**config.mk**
```make
export PLATFORM = sky130hd
export DESIGN_NAME = phrev_detector
export DESIGN_NICKNAME = d
export VERILOG_FILES = /design/src/rtl/phrev_pkg.sv /design/src/rtl/phrev_sync.sv /design/src/rtl/phrev_mismatch.sv /design/src/rtl/phrev_vote.sv /design/src/rtl/phrev_stretch.sv /design/src/rtl/phrev_detector.sv
export SDC_FILE = /design/constraint.sdc
export NUM_CORES = 1
export LEC_CHECK = 0
export BUFFER_PORTS_ARGS = -buffer_cell sky130_fd_sc_hd__buf_2
export CAP_MARGIN = 10
export CORE_MARGIN = 4
export CORE_UTILIZATION = 35
export DETAILED_ROUTE_END_ITERATION = 6
export PLACE_DENSITY_LB_ADDON = 0.25
export SLEW_MARGIN = 20
export SYNTH_ARGS = -nofsm -noshare
export SYNTH_HDL_FRONTEND = slang
export SYNTH_SLANG_ARGS = --single-unit
```
**constraint.sdc**
```tcl
create_clock -name clk_i -period 1.3 [get_ports clk_i]
set_clock_uncertainty 0.1 [all_clocks]
set_input_delay 0.13 -clock clk_i [delete_from_list [all_inputs] [get_ports clk_i]]
set_output_delay 0.13 -clock clk_i [all_outputs]
set_load 0.005 [all_outputs]
```
**src/rtl/phrev_pkg.sv**
```systemverilog
package phrev_pkg;
  localparam int unsigned SAMPLES_DEF = 8;
  localparam int unsigned HOLD_DEF    = 8;
  localparam int unsigned SYNC_DEF    = 2;
endpackage

```
**src/rtl/phrev_sync.sv**
```systemverilog
module phrev_sync #(
  parameter int unsigned STAGES = phrev_pkg::SYNC_DEF
) (
  input  logic clk_i,
  input  logic rst_ni,
  input  logic d_i,
  output logic q_o
);
  logic [STAGES-1:0] ff_q;

  always_ff @(posedge clk_i or negedge rst_ni) begin
    if (!rst_ni) ff_q <= '0;
    else         ff_q <= {ff_q[STAGES-2:0], d_i};
  end

  assign q_o = ff_q[STAGES-1];
endmodule

```
**src/rtl/phrev_mismatch.sv**
```systemverilog
module phrev_mismatch #(
  parameter int unsigned SAMPLES = phrev_pkg::SAMPLES_DEF
) (
  input  logic clk_i,
  input  logic rst_ni,
  input  logic smp_i,
  output logic mis_o
);
  logic [SAMPLES-1:0] dly_q;
  logic               mis_q;

  // one carrier period of history
  always_ff @(posedge clk_i or negedge rst_ni) begin
    if (!rst_ni) dly_q <= '0;
    else         dly_q <= {dly_q[SAMPLES-2:0], smp_i};
  end

  always_ff @(posedge clk_i or negedge rst_ni) begin
    if (!rst_ni) mis_q <= 1'b0;
    else         mis_q <= smp_i ^ dly_q[SAMPLES-1];
  end

  assign mis_o = mis_q;
endmodule

```
**src/rtl/phrev_vote.sv**
```systemverilog
module phrev_vote (
  input  logic clk_i,
  input  logic rst_ni,
  input  logic mis_i,
  output logic det_o
);
  logic [2:1] tap_q;
  logic       adj_q;
  logic       gap_q;

  always_ff @(posedge clk_i or negedge rst_ni) begin
    if (!rst_ni) begin
      tap_q <= '0;
      adj_q <= 1'b0;
      gap_q <= 1'b0;
    end else begin
      tap_q <= {tap_q[1], mis_i};
      adj_q <= mis_i & tap_q[1];   // two in a row
      gap_q <= mis_i & tap_q[2];   // first and third
    end
  end

  assign det_o = adj_q | gap_q;
endmodule

```
**src/rtl/phrev_stretch.sv**
```systemverilog
module phrev_stretch #(
  parameter int unsigned HOLD = phrev_pkg::HOLD_DEF
) (
  input  logic clk_i,
  input  logic rst_ni,
  input  logic det_i,
  output logic pulse_o
);
  localparam int unsigned CW = $clog2(HOLD + 1);
  localparam logic [CW-1:0] LAST = CW'(HOLD - 1);

  logic [CW-1:0] cnt_q;
  logic          act_q;

  always_ff @(posedge clk_i or negedge rst_ni) begin
    if (!rst_ni) begin
      cnt_q <= '0;
      act_q <= 1'b0;
    end else if (det_i) begin
      cnt_q <= '0;
      act_q <= 1'b1;
    end else if (act_q) begin
      cnt_q <= cnt_q + 1'b1;
      if (cnt_q == LAST) act_q <= 1'b0;
    end
  end

  assign pulse_o = act_q;
endmodule

```
**src/rtl/phrev_detector.sv**
```systemverilog
module phrev_detector #(
  parameter int unsigned SAMPLES_PER_CYCLE = phrev_pkg::SAMPLES_DEF,
  parameter int unsigned HOLD_CYCLES       = phrev_pkg::HOLD_DEF,
  parameter int unsigned SYNC_STAGES       = phrev_pkg::SYNC_DEF
) (
  input  logic clk_i,
  input  logic rst_ni,
  input  logic carrier_i,
  output logic detect_o,
  output logic pulse_o
);
  logic smp;
  logic mis_q;

  phrev_sync #(.STAGES(SYNC_STAGES)) u_sync (
    .clk_i(clk_i), .rst_ni(rst_ni), .d_i(carrier_i), .q_o(smp)
  );

  phrev_mismatch #(.SAMPLES(SAMPLES_PER_CYCLE)) u_mis (
    .clk_i(clk_i), .rst_ni(rst_ni), .smp_i(smp), .mis_o(mis_q)
  );

  phrev_vote u_vote (
    .clk_i(clk_i), .rst_ni(rst_ni), .mis_i(mis_q), .det_o(detect_o)
  );

  phrev_stretch #(.HOLD(HOLD_CYCLES)) u_str (
    .clk_i(clk_i), .rst_ni(rst_ni), .det_i(detect_o), .pulse_o(pulse_o)
  );
endmodule

```
Yosys cells after proc, flatten, opt, wreduce, memory -nomap -nowiden
Index checks and enable logic that the tools add are counted.
- bits in registers: 20
- bits of input ports: 3
- output and inout port bits: 2
- add/subtract/negate cells: 1
- equal/unequal tests: 1
- multiplexer cells: 5
- bitwise logic cells: 4
- reductions and logical operators: 1
- operators by type and width (cell ; number):
    $mux 4 ; 2
    $add 4x1->4 const B ; 1
    $eq 4x3->1 const B ; 1
    $mux 1 ; 3
    $and 1x1->1 ; 2
    $reduce_bool 2->1 ; 1
    $or 1x1->1 ; 1
    $xor 1x1->1 ; 1

Depth between registers and ports, before layout
Gate-level depths: netlist of run 1.
- depth in word-level cells: 4
- mapped depth: 3

By module
From an unflattened synthesis of run 1, not the netlist that was laid out.
- cells, all modules: 39
- area total of the unflattened synthesis: 661.9 µm²
- by module, submodules not included (module ; instances ; cells an instance ; area each (µm²) ; seq. area each (µm²)):
    phrev_stretch ; 1 ; 20 ; 259.0 ; 125.1
    phrev_mismatch ; 1 ; 10 ; 234.0 ; 225.2
    phrev_vote ; 1 ; 7 ; 118.9 ; 100.1
    phrev_sync ; 1 ; 2 ; 50.0 ; 50.0

Worst setup path after synthesis of run 1
Ideal clock, no wire load.
- path type: register to register
- from: register u_str.act_q, in the netlist u_str.pulse_o
- to: register u_str.cnt_q[3]
- arrival time: 0.878 ns
- required time: 1.075 ns
- slack: 0.197 ns
- cell stages (with the launch flop): 4
- clock period less this slack: 1.103 ns
- path through: dfrtp_1 > buf_4 > nand4_2 > mux2_4
- word-level cells in the longest chain between the ends: 1
- RTL lines (what ; RTL line ; source):
    from (decl) ; phrev_stretch.sv:13 ; logic act_q;
    from (signal assigned) ; phrev_stretch.sv:18 ; act_q <= 1'b0;
    from (signal assigned) ; phrev_stretch.sv:21 ; act_q <= 1'b1;
    from (signal assigned) ; phrev_stretch.sv:24 ; if (cnt_q == LAST) act_q <= 1'b0;
    $reduce_bool 2->1 (no line) ; -- ;
    to (signal assigned) ; phrev_stretch.sv:23 ; cnt_q <= cnt_q + 1'b1;
    to (decl) ; phrev_stretch.sv:12 ; logic [CW-1:0] cnt_q;
Every way passes these cells.
A chain may end at the register's enable or synchronous reset.

Final worst setup path of run 1
- from: register u_vote.adj_q
- to: output port detect_o
- word-level cells in the longest chain between the ends: 1
- RTL lines (what ; RTL line ; source):
    from (decl) ; phrev_vote.sv:8 ; logic adj_q;
    from (signal assigned) ; phrev_vote.sv:18 ; adj_q <= mis_i & tap_q[1];
    $or 1x1->1 ; phrev_vote.sv:23 ; assign det_o = adj_q | gap_q;
    to (decl) ; phrev_detector.sv:9 ; output logic detect_o,
Every way passes these cells.

==> flow_metrics.tcl, run 1 <==
set metrics [dict create \
    floorplan.core_area_mm2 0.001745 \
    net_count_after_synthesis 44 \
    critical_path.startpoint "u_vote.adj_q" \
    layout-drive-gt1-share_pct 29.41 \
    synth.top_cell.area_share_pct 76.19 \
    detailroute.via_count 327 \
    pin_count_of_the_biggest_net_entering_global_routing 21 \
    avgRoutedWirePerCell_um 11.88 \
    cts.path.max_buffers 2 \
    synth.ff_latch_count 20 \
    leakage_power_of_the_design_nw 0.3776 \
    critPathSlowestCell "dfrtp_1" \
    placed_cells_incl_taps 67 \
    dp_hpwl_um 594 \
    synth_top_cell_by_area "dfrtp_1" \
    synth_seq_area_share_pct 76.19 \
    use_met3_pct 3.790 \
    htree_levels 1 \
    route.detailed.drc 0 \
    status "completed" \
    rsz_0062_raised_after_global_routing "true" \
    die_footprint_mm2 0.002634 \
    fin_crit_sh_pct 99.22 \
    syn_area_per_cell_um2 16.42 \
    finalSetupTns_ns 0 \
    final.hold.worst_slack_ns 0.1864 \
    maxCapViolations 0 \
    clock_insertion_delay_worst_skew_ns 0.29 \
    antenna_found_initial 0 \
    worst_slew_margin_rel_pct 72.39 \
    fp.dieW_um 51.32 \
    most-common-layout-cells "20 x dfrtp_1, 3 x clkbuf_4, 3 x buf_2, 3 x buf_4" \
    end_kind "output port" \
    critPathTopFamily "flip-flops" \
    final_common_cell "dfrtp_1" \
    chipHeight_um 51.32 \
    timing.hold.worst.class "in -> async" \
    synthesis.instances 40 \
    instances_no_fill 76 \
    yosys_most_used_dff "dfrtp_1" \
    grt-busiest-layer "met2" \
    drt_pre_antenna_iters 1 \
    path_cells "or2_4, buf_6" \
    numPortBuffers 4 \
    power-per-cell-area_mw_per_mm2 1586 \
    worstReg2RegEnd "u_str.cnt_q[3]" \
    cp_bufs_invs 1 \
    drt-total-wl_um 903 \
    std_cell_rows 15 \
    maxSlewViolCount 0 \
    grt_first_pass_wirelength_um 1697 \
    global_route.overflow_total 0 \
    numCtsBuffers 3 \
    area_growth_pct 19.24 \
    tightestPinTransition_ns 0.4141 \
    critPathCapture "detect_o" \
    antenna-diode-count 0 \
    first_global_vias 391 \
    via_per_inst 4.303 \
    min_clock_period_post_route_ns 1.290 \
    number_of_distinct_library_cell_variants_in_the_gate_level_netlist_after_synthesis 18 \
    clkSinkCount 20 \
    tritoncts "done" \
    grt_util_all_layers_pct 9.266 \
    launching_element_type_of_the_critical_path "flip-flop" \
    synth_warnings 0 \
    start_util_pct 37.63 \
    synthesis.area_um2 656.9 \
    power_mw 1.242 \
    groute.layer.met2.usage_pct 14.38 \
    critical_path_cell_count 2 \
    timing.final.hold_violations 0 \
    fraction_of_the_core_area_covered_by_cells_at_the_end_of_the_flow_pct 44.87 \
    gpl.final_weighted_congestion 0.7197 \
    arrival_time_of_the_worst_setup_path_ns 1.06 \
    required_ns 1.07 \
    timing.rr.start "u_str.pulse_o" \
    clk_pin_slew_ns 0.10 \
    first_iter_violations 0 \
    nets 56 \
    critPathMaxFanout 2 \
    cts-root-buf "clkbuf_4" \
    top_ports 5 \
    post_synth_main_area_contributors "dfrtp_1 76%, mux2_4 2.3%, nand3b_1 2.3%, and2_1 1.9%, ha_1 1.9%" \
    ir_drop_mv 0.6795 \
    timing.fmax_mhz 775.3 \
    ff2ff_setup_slack_ns 0.12 \
    postSynth.asyncResetShare_pct 100.0 \
    setup_viol 0 \
    number_of_flops_mapped_to_enable_cells_by_yosys 0 \
    cp_slowest_stage_delay_ns 0.40 \
    timing.setup.critical_path_class "reg -> out" \
    worstRegToRegCells 2 \
    antenna_violating_nets_post_route 0 \
    gr-usage-met1_pct 10.23 \
]
-- stage by stage --
stage / worst slack (ns) / cell area [um2]
finish: 0.01014 / 783.3
CTS: -0.004082 / 783.3
global placement: 0.1964 / 695.7
global route: -0.04236 / 783.3
floorplan: 0.1969 / 656.9
detailed placement: 0.1276 / 695.7
-- cells in the mapped netlist (2+ instances only) --
cell type / instances
and2_1: 2
nand3b_1: 2
nor2_1: 2
dfrtp_1: 20
-- how the worst min path moves through the flow --
stage / startpoint / to / slack (ns) / cells after the start
global route: rst_ni / u_str.cnt_q[2] / 0.25 / 2
global placement: rst_ni / u_mis.dly_q[4] / -0.03 / 1
CTS: rst_ni / u_mis.dly_q[4] / 0.19 / 2
floorplan: rst_ni / u_mis.dly_q[0] / -0.27 / 0
detailed placement: rst_ni / u_mis.dly_q[4] / -0.01 / 1
finish: rst_ni / u_mis.dly_q[4] / 0.19 / 2
-- sequential cells by signal (all words and copies together), names as in the netlist --
register / count
u_sync.ff_q: 2
u_vote.tap_q: 2
u_str.cnt_q: 4
u_vote.gap_q: 1
u_str.pulse_o: 1
u_mis.dly_q: 8
u_vote.adj_q: 1
u_mis.mis_o: 1
-- area by class of cell --
class                   count  area, um2
flip-flops and latches     20      500.5
clock buffers               4      36.28
fillers                   163      962.2
well taps                  25      31.28
repair buffers              9      68.82
multi-input cells          18      146.4
-- per-layer routing --
layer  part of all wire (%)  vias to the layer above  routed length, um
met3                    4.4                        0                 40
met4                      0                        0                  0
met2                     56                        5                508
met1                     39                      169                355
li1                       -                      153                  -
met5                      0                        -                  0
-- cell families (layout without fill, tap and decap cells) --
family	count (synthesis)	count (layout)	synth area share (%)
simple gates	10	10	10.09
compound gates	3	3	3.428
flops	20	20	76.19
fa+ha+maj	1	1	1.904
buf+inv	2	13	1.904
mux	2	2	3.809
xor+xnor	2	2	2.667
-- power by group --
part	internal (mW)	switching, mW	leakage [nW]
clock	0.171	0.173	0.0210
sequential	0.687	0.0502	0.239
combinational	0.0939	0.0669	0.118
total	0.952	0.290	0.378
-- timing repair --
action / 4_1_cts / 5_1_grt
endpoints found under the hold margin: 21 / 0
hold buffers: 2 / 0
pin swaps: 1 / 0
setup endpoints to repair: 1 / 1
resized for setup: 3 / 0
setup buffers: 3 / 0
(Power assumes the default switching activity.)
==> run 2, diff against run 1 <==
--- a/config.mk
+++ b/config.mk
@@ -11,6 +11,7 @@
 export CORE_UTILIZATION = 35
 export DETAILED_ROUTE_END_ITERATION = 6
 export PLACE_DENSITY_LB_ADDON = 0.25
+export SETUP_SLACK_MARGIN = 0.1
 export SLEW_MARGIN = 20
 export SYNTH_ARGS = -nofsm -noshare
 export SYNTH_HDL_FRONTEND = slang
==> flow_metrics.tcl, run 2 (synthesis results as in run 1) <==
set metrics [dict create \
    status "completed" \
    arrival_time_of_the_worst_setup_path_ns 1.06 \
    tightestPinTransition_ns 0.4168 \
    post-route-cell-area_um2 799.5 \
    fp.dieW_um 51.32 \
    path_cells "or2_4, buf_6" \
    pin_count_of_the_biggest_net_entering_global_routing 21 \
    global_route.overflow_total 0 \
    p_clk_share_pct 27.1 \
    maxSlewViolCount 0 \
    final_common_cell "dfrtp_1" \
    dp_hpwl_um 594 \
    floorplan.core_area_mm2 0.001745 \
    timing.final.hold_violations 0 \
    cp_bufs_invs 1 \
    power-per-cell-area_mw_per_mm2 1588 \
    comb_power_share_pct 15.0 \
    critPathMaxFanout 2 \
    number_of_flip_flops_under_the_largest_register_name 8 \
    fin_crit_sh_pct 99.49 \
    final.hold.worst_slack_ns 0.1871 \
    via_per_inst 4.359 \
    first_global_vias 391 \
    power_mw 1.270 \
    internal-power_mw 0.9738 \
    seq_power_share_pct 57.9 \
    biggestRegsByFlops "u_mis.dly_q: 8 flops, u_str.cnt_q: 4 flops" \
    die_footprint_mm2 0.002634 \
    pre_cts_slack_ns 0.1276 \
    post_dp_cell_area_um2 695.7 \
    layout_setup_ws_ns 0.006614 \
    layout.filler_cells 160 \
    layout-drive-gt1-share_pct 33.96 \
    std_cell_rows 15 \
    setup_viol 0 \
    grt_util_all_layers_pct 9.266 \
    drt_pre_antenna_iters 3 \
    launching_element_type_of_the_critical_path "flip-flop" \
    timing.hold.worst.class "in -> async" \
    grt_first_pass_wirelength_um 1697 \
    leakage_power_of_the_design_nw 0.3872 \
    timing.rr.start "u_vote.adj_q" \
    sequential_cell_area_um2 501.7 \
    critPathSlowestCell "dfrtp_1" \
    worstRegToRegCells 3 \
    nets 58 \
    route.detailed.drc 0 \
    critPathTopFamily "flip-flops" \
    top_ports 5 \
    detailroute.via_count 340 \
    power.share.switching_pct 23.31 \
    avgRoutedWirePerCell_um 11.71 \
    sw_power_mw 0.2960 \
    clk_pin_slew_ns 0.10 \
    htree_levels 1 \
    cp_slowest_stage_delay_ns 0.40 \
    largest_register "u_mis.dly_q" \
    cts.path.max_buffers 2 \
    fraction_of_the_core_area_covered_by_cells_at_the_end_of_the_flow_pct 45.81 \
    area_growth_pct 21.71 \
    drt-total-wl_um 913 \
    first_iter_violations 1 \
    cts-root-buf "clkbuf_4" \
    start_util_pct 37.63 \
    numPortBuffers 4 \
    maxCapViolations 0 \
    min_clock_period_post_route_ns 1.293 \
    worst_slew_margin_rel_pct 72.21 \
    clock_insertion_delay_worst_skew_ns 0.29 \
    critical_path.startpoint "u_vote.adj_q" \
    antenna_violating_nets_post_route 0 \
    antenna_found_initial 0 \
    chipHeight_um 51.32 \
    end_kind "output port" \
    multiInputGateArea_um2 146.4 \
    ff2ff_setup_slack_ns 0.14 \
    timing.fmax_mhz 773.2 \
    gpl.final_weighted_congestion 0.7197 \
    ir_drop_mv 0.6814 \
    numCtsBuffers 3 \
    antenna-diode-count 0 \
    clkSinkCount 20 \
    most-common-layout-cells "19 x dfrtp_1, 5 x buf_4, 3 x clkbuf_4, 3 x buf_2" \
    rsz_0062_raised_after_global_routing "true" \
    required_ns 1.07 \
    timing.setup.critical_path_class "reg -> out" \
    worstReg2RegEnd "u_str.pulse_o" \
    tritoncts "done" \
]
## run 2: per-stage QoR
step / TNS, ns / cells
4_1_cts: -0.004082 / 76
5_1_grt: -0.04236 / 78
2_1_floorplan: 0 / 40
3_5_place_dp: 0 / 67
3_3_place_gp: 0 / 67
6_report: 0 / 78
## run 2: per-layer routing
layer | share of wire, % | track usage [%] | wire (um) | vias to the layer above
met5 | 0 | 0 | 0 | -
met4 | 0 | 6.550 | 0 | 0
met3 | 4.5 | 3.790 | 41 | 0
met2 | 56 | 14.38 | 510 | 5
met1 | 39 | 10.23 | 360 | 178
li1 | - | - | - | 157
## run 2: worst max-delay path by stage
| stage | endpoint | slack (ns) | cells past startpoint |
|---|---|---|---|
| floorplan | u_str.cnt_q[3] | 0.20 | 3 |
| global placement | u_str.cnt_q[2] | 0.20 | 3 |
| detailed placement | u_str.cnt_q[3] | 0.13 | 2 |
| CTS | detect_o | -0.004 | 2 |
| global route | detect_o | -0.04 | 2 |
| finish | detect_o | 0.007 | 2 |
## run 2: area by class of cell
class                      instances  share of cell area [%]
clock buffer                       4                   4.538
multi-input combinational         18                   18.31
sequential                        20                   62.75
tap                               25                   3.912
timing repair buffer              11                   10.49
## run 2: power by group through the flow
| stage | clock, mW | sequential [mW] | combinational (mW) |
|---|---|---|---|
| detailed placement | 0 | 0.752 | 0.130 |
| finish | 0.344 | 0.735 | 0.191 |
| global placement | 0 | 0.745 | 0.117 |
| floorplan | 0 | 0.736 | 0.101 |
| CTS | 0.360 | 0.739 | 0.163 |
| global route | 0.386 | 0.745 | 0.220 |
## run 2: timing repair
| item | 4_1_cts | 5_1_grt |
|---|---|---|
| endpoints found under the hold margin | 21 | 0 |
| buffers inserted | 3 | 2 |
| pin swaps | 1 | 0 |
| hold buffers | 2 | 0 |
| setup endpoints to repair | 2 | 3 |
| gates resized for setup | 4 | 0 |
| gates cloned | 0 | 0 |
## run 2: worst reg2reg max path, cell delays in order, from the launching register on
cell,delay (ns)
dfrtp_1,0.40
or2_4,0.26
buf_4,0.15
a21o_1,0.15
==> run 3, diff against run 2 <==
--- a/config.mk
+++ b/config.mk
@@ -10,6 +10,7 @@
 export CORE_MARGIN = 4
 export CORE_UTILIZATION = 35
 export DETAILED_ROUTE_END_ITERATION = 6
+export GPL_TIMING_DRIVEN = 0
 export PLACE_DENSITY_LB_ADDON = 0.25
 export SETUP_SLACK_MARGIN = 0.1
 export SLEW_MARGIN = 20
==> flow_metrics.tcl, run 3 (synthesis results as in run 1) <==
set metrics [dict create \
    timing.fmax_mhz 726.3 \
    timing.setup.critical_path_class "reg -> out" \
    status "finished with violations" \
    numCtsBuffers 3 \
    comb_power_share_pct 15.5 \
    fp.dieW_um 51.32 \
    final_common_cell "dfrtp_1" \
    min_clock_period_post_route_ns 1.377 \
    pin_count_of_the_biggest_net_entering_global_routing 21 \
    fin_crit_sh_pct 105.9 \
    power.share.switching_pct 21.49 \
    clk_pin_slew_ns 0.10 \
    p_clk_share_pct 33.8 \
    leakage_power_of_the_design_nw 0.3988 \
    clkSinkCount 20 \
    critPathCapture "detect_o" \
    biggestRegsByFlops "u_mis.dly_q: 8 flops, u_str.cnt_q: 4 flops" \
    required_ns 1.07 \
    power-per-cell-area_mw_per_mm2 1724 \
    end_kind "output port" \
    layout-drive-gt1-share_pct 38.18 \
    largest_register "u_mis.dly_q" \
    ir_drop_mv 0.8984 \
    gpl.final_weighted_congestion 0.7180 \
    antenna_violating_nets_post_route 0 \
    launching_element_type_of_the_critical_path "flip-flop" \
    timing.hold.worst.class "in -> async" \
    grt_util_all_layers_pct 8.706 \
    floorplan.core_area_mm2 0.001745 \
    maxSlewViolCount 0 \
    numPortBuffers 4 \
    arrival_time_of_the_worst_setup_path_ns 1.15 \
    most-common-layout-cells "20 x dfrtp_1, 6 x buf_4, 4 x buf_2" \
    cts.path.max_buffers 2 \
    start_util_pct 37.63 \
    fraction_of_the_core_area_covered_by_cells_at_the_end_of_the_flow_pct 47.38 \
    timing.final.hold_violations 0 \
    die_footprint_mm2 0.002634 \
    antenna-diode-count 0 \
    detailroute.via_count 345 \
    internal-power_mw 1.119 \
    seq_power_share_pct 50.7 \
    number_of_flip_flops_under_the_largest_register_name 8 \
    drt-total-wl_um 924 \
    top_ports 5 \
    ff2ff_setup_slack_ns 0.07 \
    htree_levels 1 \
    worstRegToRegCells 4 \
    layout_setup_ws_ns -0.07688 \
    clock_insertion_delay_worst_skew_ns 0.29 \
    via_per_inst 4.313 \
    sw_power_mw 0.3063 \
    worst_slew_margin_rel_pct 72.40 \
    pre_cts_slack_ns 0.1339 \
    global_route.overflow_total 0 \
    grt_first_pass_wirelength_um 1573 \
    cts-root-buf "clkbuf_4" \
    critPathMaxFanout 2 \
    tightestPinTransition_ns 0.4141 \
    rsz_0062_raised_after_global_routing "true" \
    critical_path.startpoint "u_vote.gap_q" \
    first_iter_violations 2 \
    dp_hpwl_um 603.2 \
    maxCapViolations 0 \
    antenna_found_initial 0 \
    avgRoutedWirePerCell_um 11.55 \
    failing_checks "negative setup slack" \
    drt_pre_antenna_iters 4 \
    area_growth_pct 25.90 \
    std_cell_rows 15 \
    timing.rr.start "u_vote.gap_q" \
    setup_viol 1 \
    worstReg2RegEnd "u_str.pulse_o" \
    final.hold.worst_slack_ns 0.1951 \
    first_global_vias 371 \
    chipHeight_um 51.32 \
    route.detailed.drc 0 \
    nets 60 \
    tritoncts "done" \
]
## run 3: how the worst min path moves through the flow
| stage | start | endpoint | slack (ns) | cells past startpoint |
|---|---|---|---|---|
| 3_5_place_dp | rst_ni | u_mis.dly_q[4] | -0.02 | 1 |
| 3_3_place_gp | rst_ni | u_mis.dly_q[2] | -0.03 | 1 |
| 4_1_cts | rst_ni | u_sync.ff_q[1] | 0.19 | 2 |
| 5_1_grt | rst_ni | u_mis.dly_q[7] | 0.23 | 2 |
| 6_report | rst_ni | u_mis.dly_q[0] | 0.20 | 2 |
| 2_1_floorplan | rst_ni | u_mis.dly_q[0] | -0.27 | 0 |
## run 3: critical path, stage by stage (launching register included)
cell and delay (ns):
dfrtp_1 0.39, or2_0 0.23, clkbuf_2 0.12, buf_2 0.12
## run 3: layer usage
layer	vias up	track usage [%]	part of all wire [%]	wire length [um]
met3	0	3.499	3.6	33
met1	178	8.902	39	356
met4	0	5.240	0	0
met2	5	14.81	58	535
li1	162	-	-	-
met5	-	0	0	0
## run 3: what timing repair did
item | CTS | global route
resized for setup | 0 | 3
hold buffers | 2 | 0
endpoints found under the setup margin | 1 | 5
hold endpoints to repair | 21 | 0
setup buffers | 3 | 2
## run 3: layout make-up
| type | instances | area, um2 |
|---|---|---|
| buffer | 2 | 12.51 |
| clock buffer | 3 | 22.52 |
| clock inverter | 1 | 30.03 |
| fill | 164 | 918.4 |
| multi-input combinational | 18 | 152.6 |
| sequential | 20 | 500.5 |
| tap | 25 | 31.28 |
| timing repair buffer | 11 | 77.57 |
## run 3: stage by stage
stage	area [um2]	power (mW)	setup TNS (ns)	instances
6_report	827.0	1.426	-0.07688	80
4_1_cts	803.3	1.398	-0.06252	78
5_1_grt	827.0	1.521	-0.1627	80
3_3_place_gp	708.2	0.8695	0	69
3_5_place_dp	708.2	0.8921	0	69
2_1_floorplan	656.9	0.8371	0	40
## run 3: power by group through the flow
stage / Combinational (mW) / Clock (mW) / Sequential (mW)
finish: 0.221 / 0.481 / 0.723
global route: 0.252 / 0.537 / 0.732
CTS: 0.163 / 0.498 / 0.737
detailed placement: 0.141 / 0 / 0.751
global placement: 0.127 / 0 / 0.742
floorplan: 0.101 / 0 / 0.736
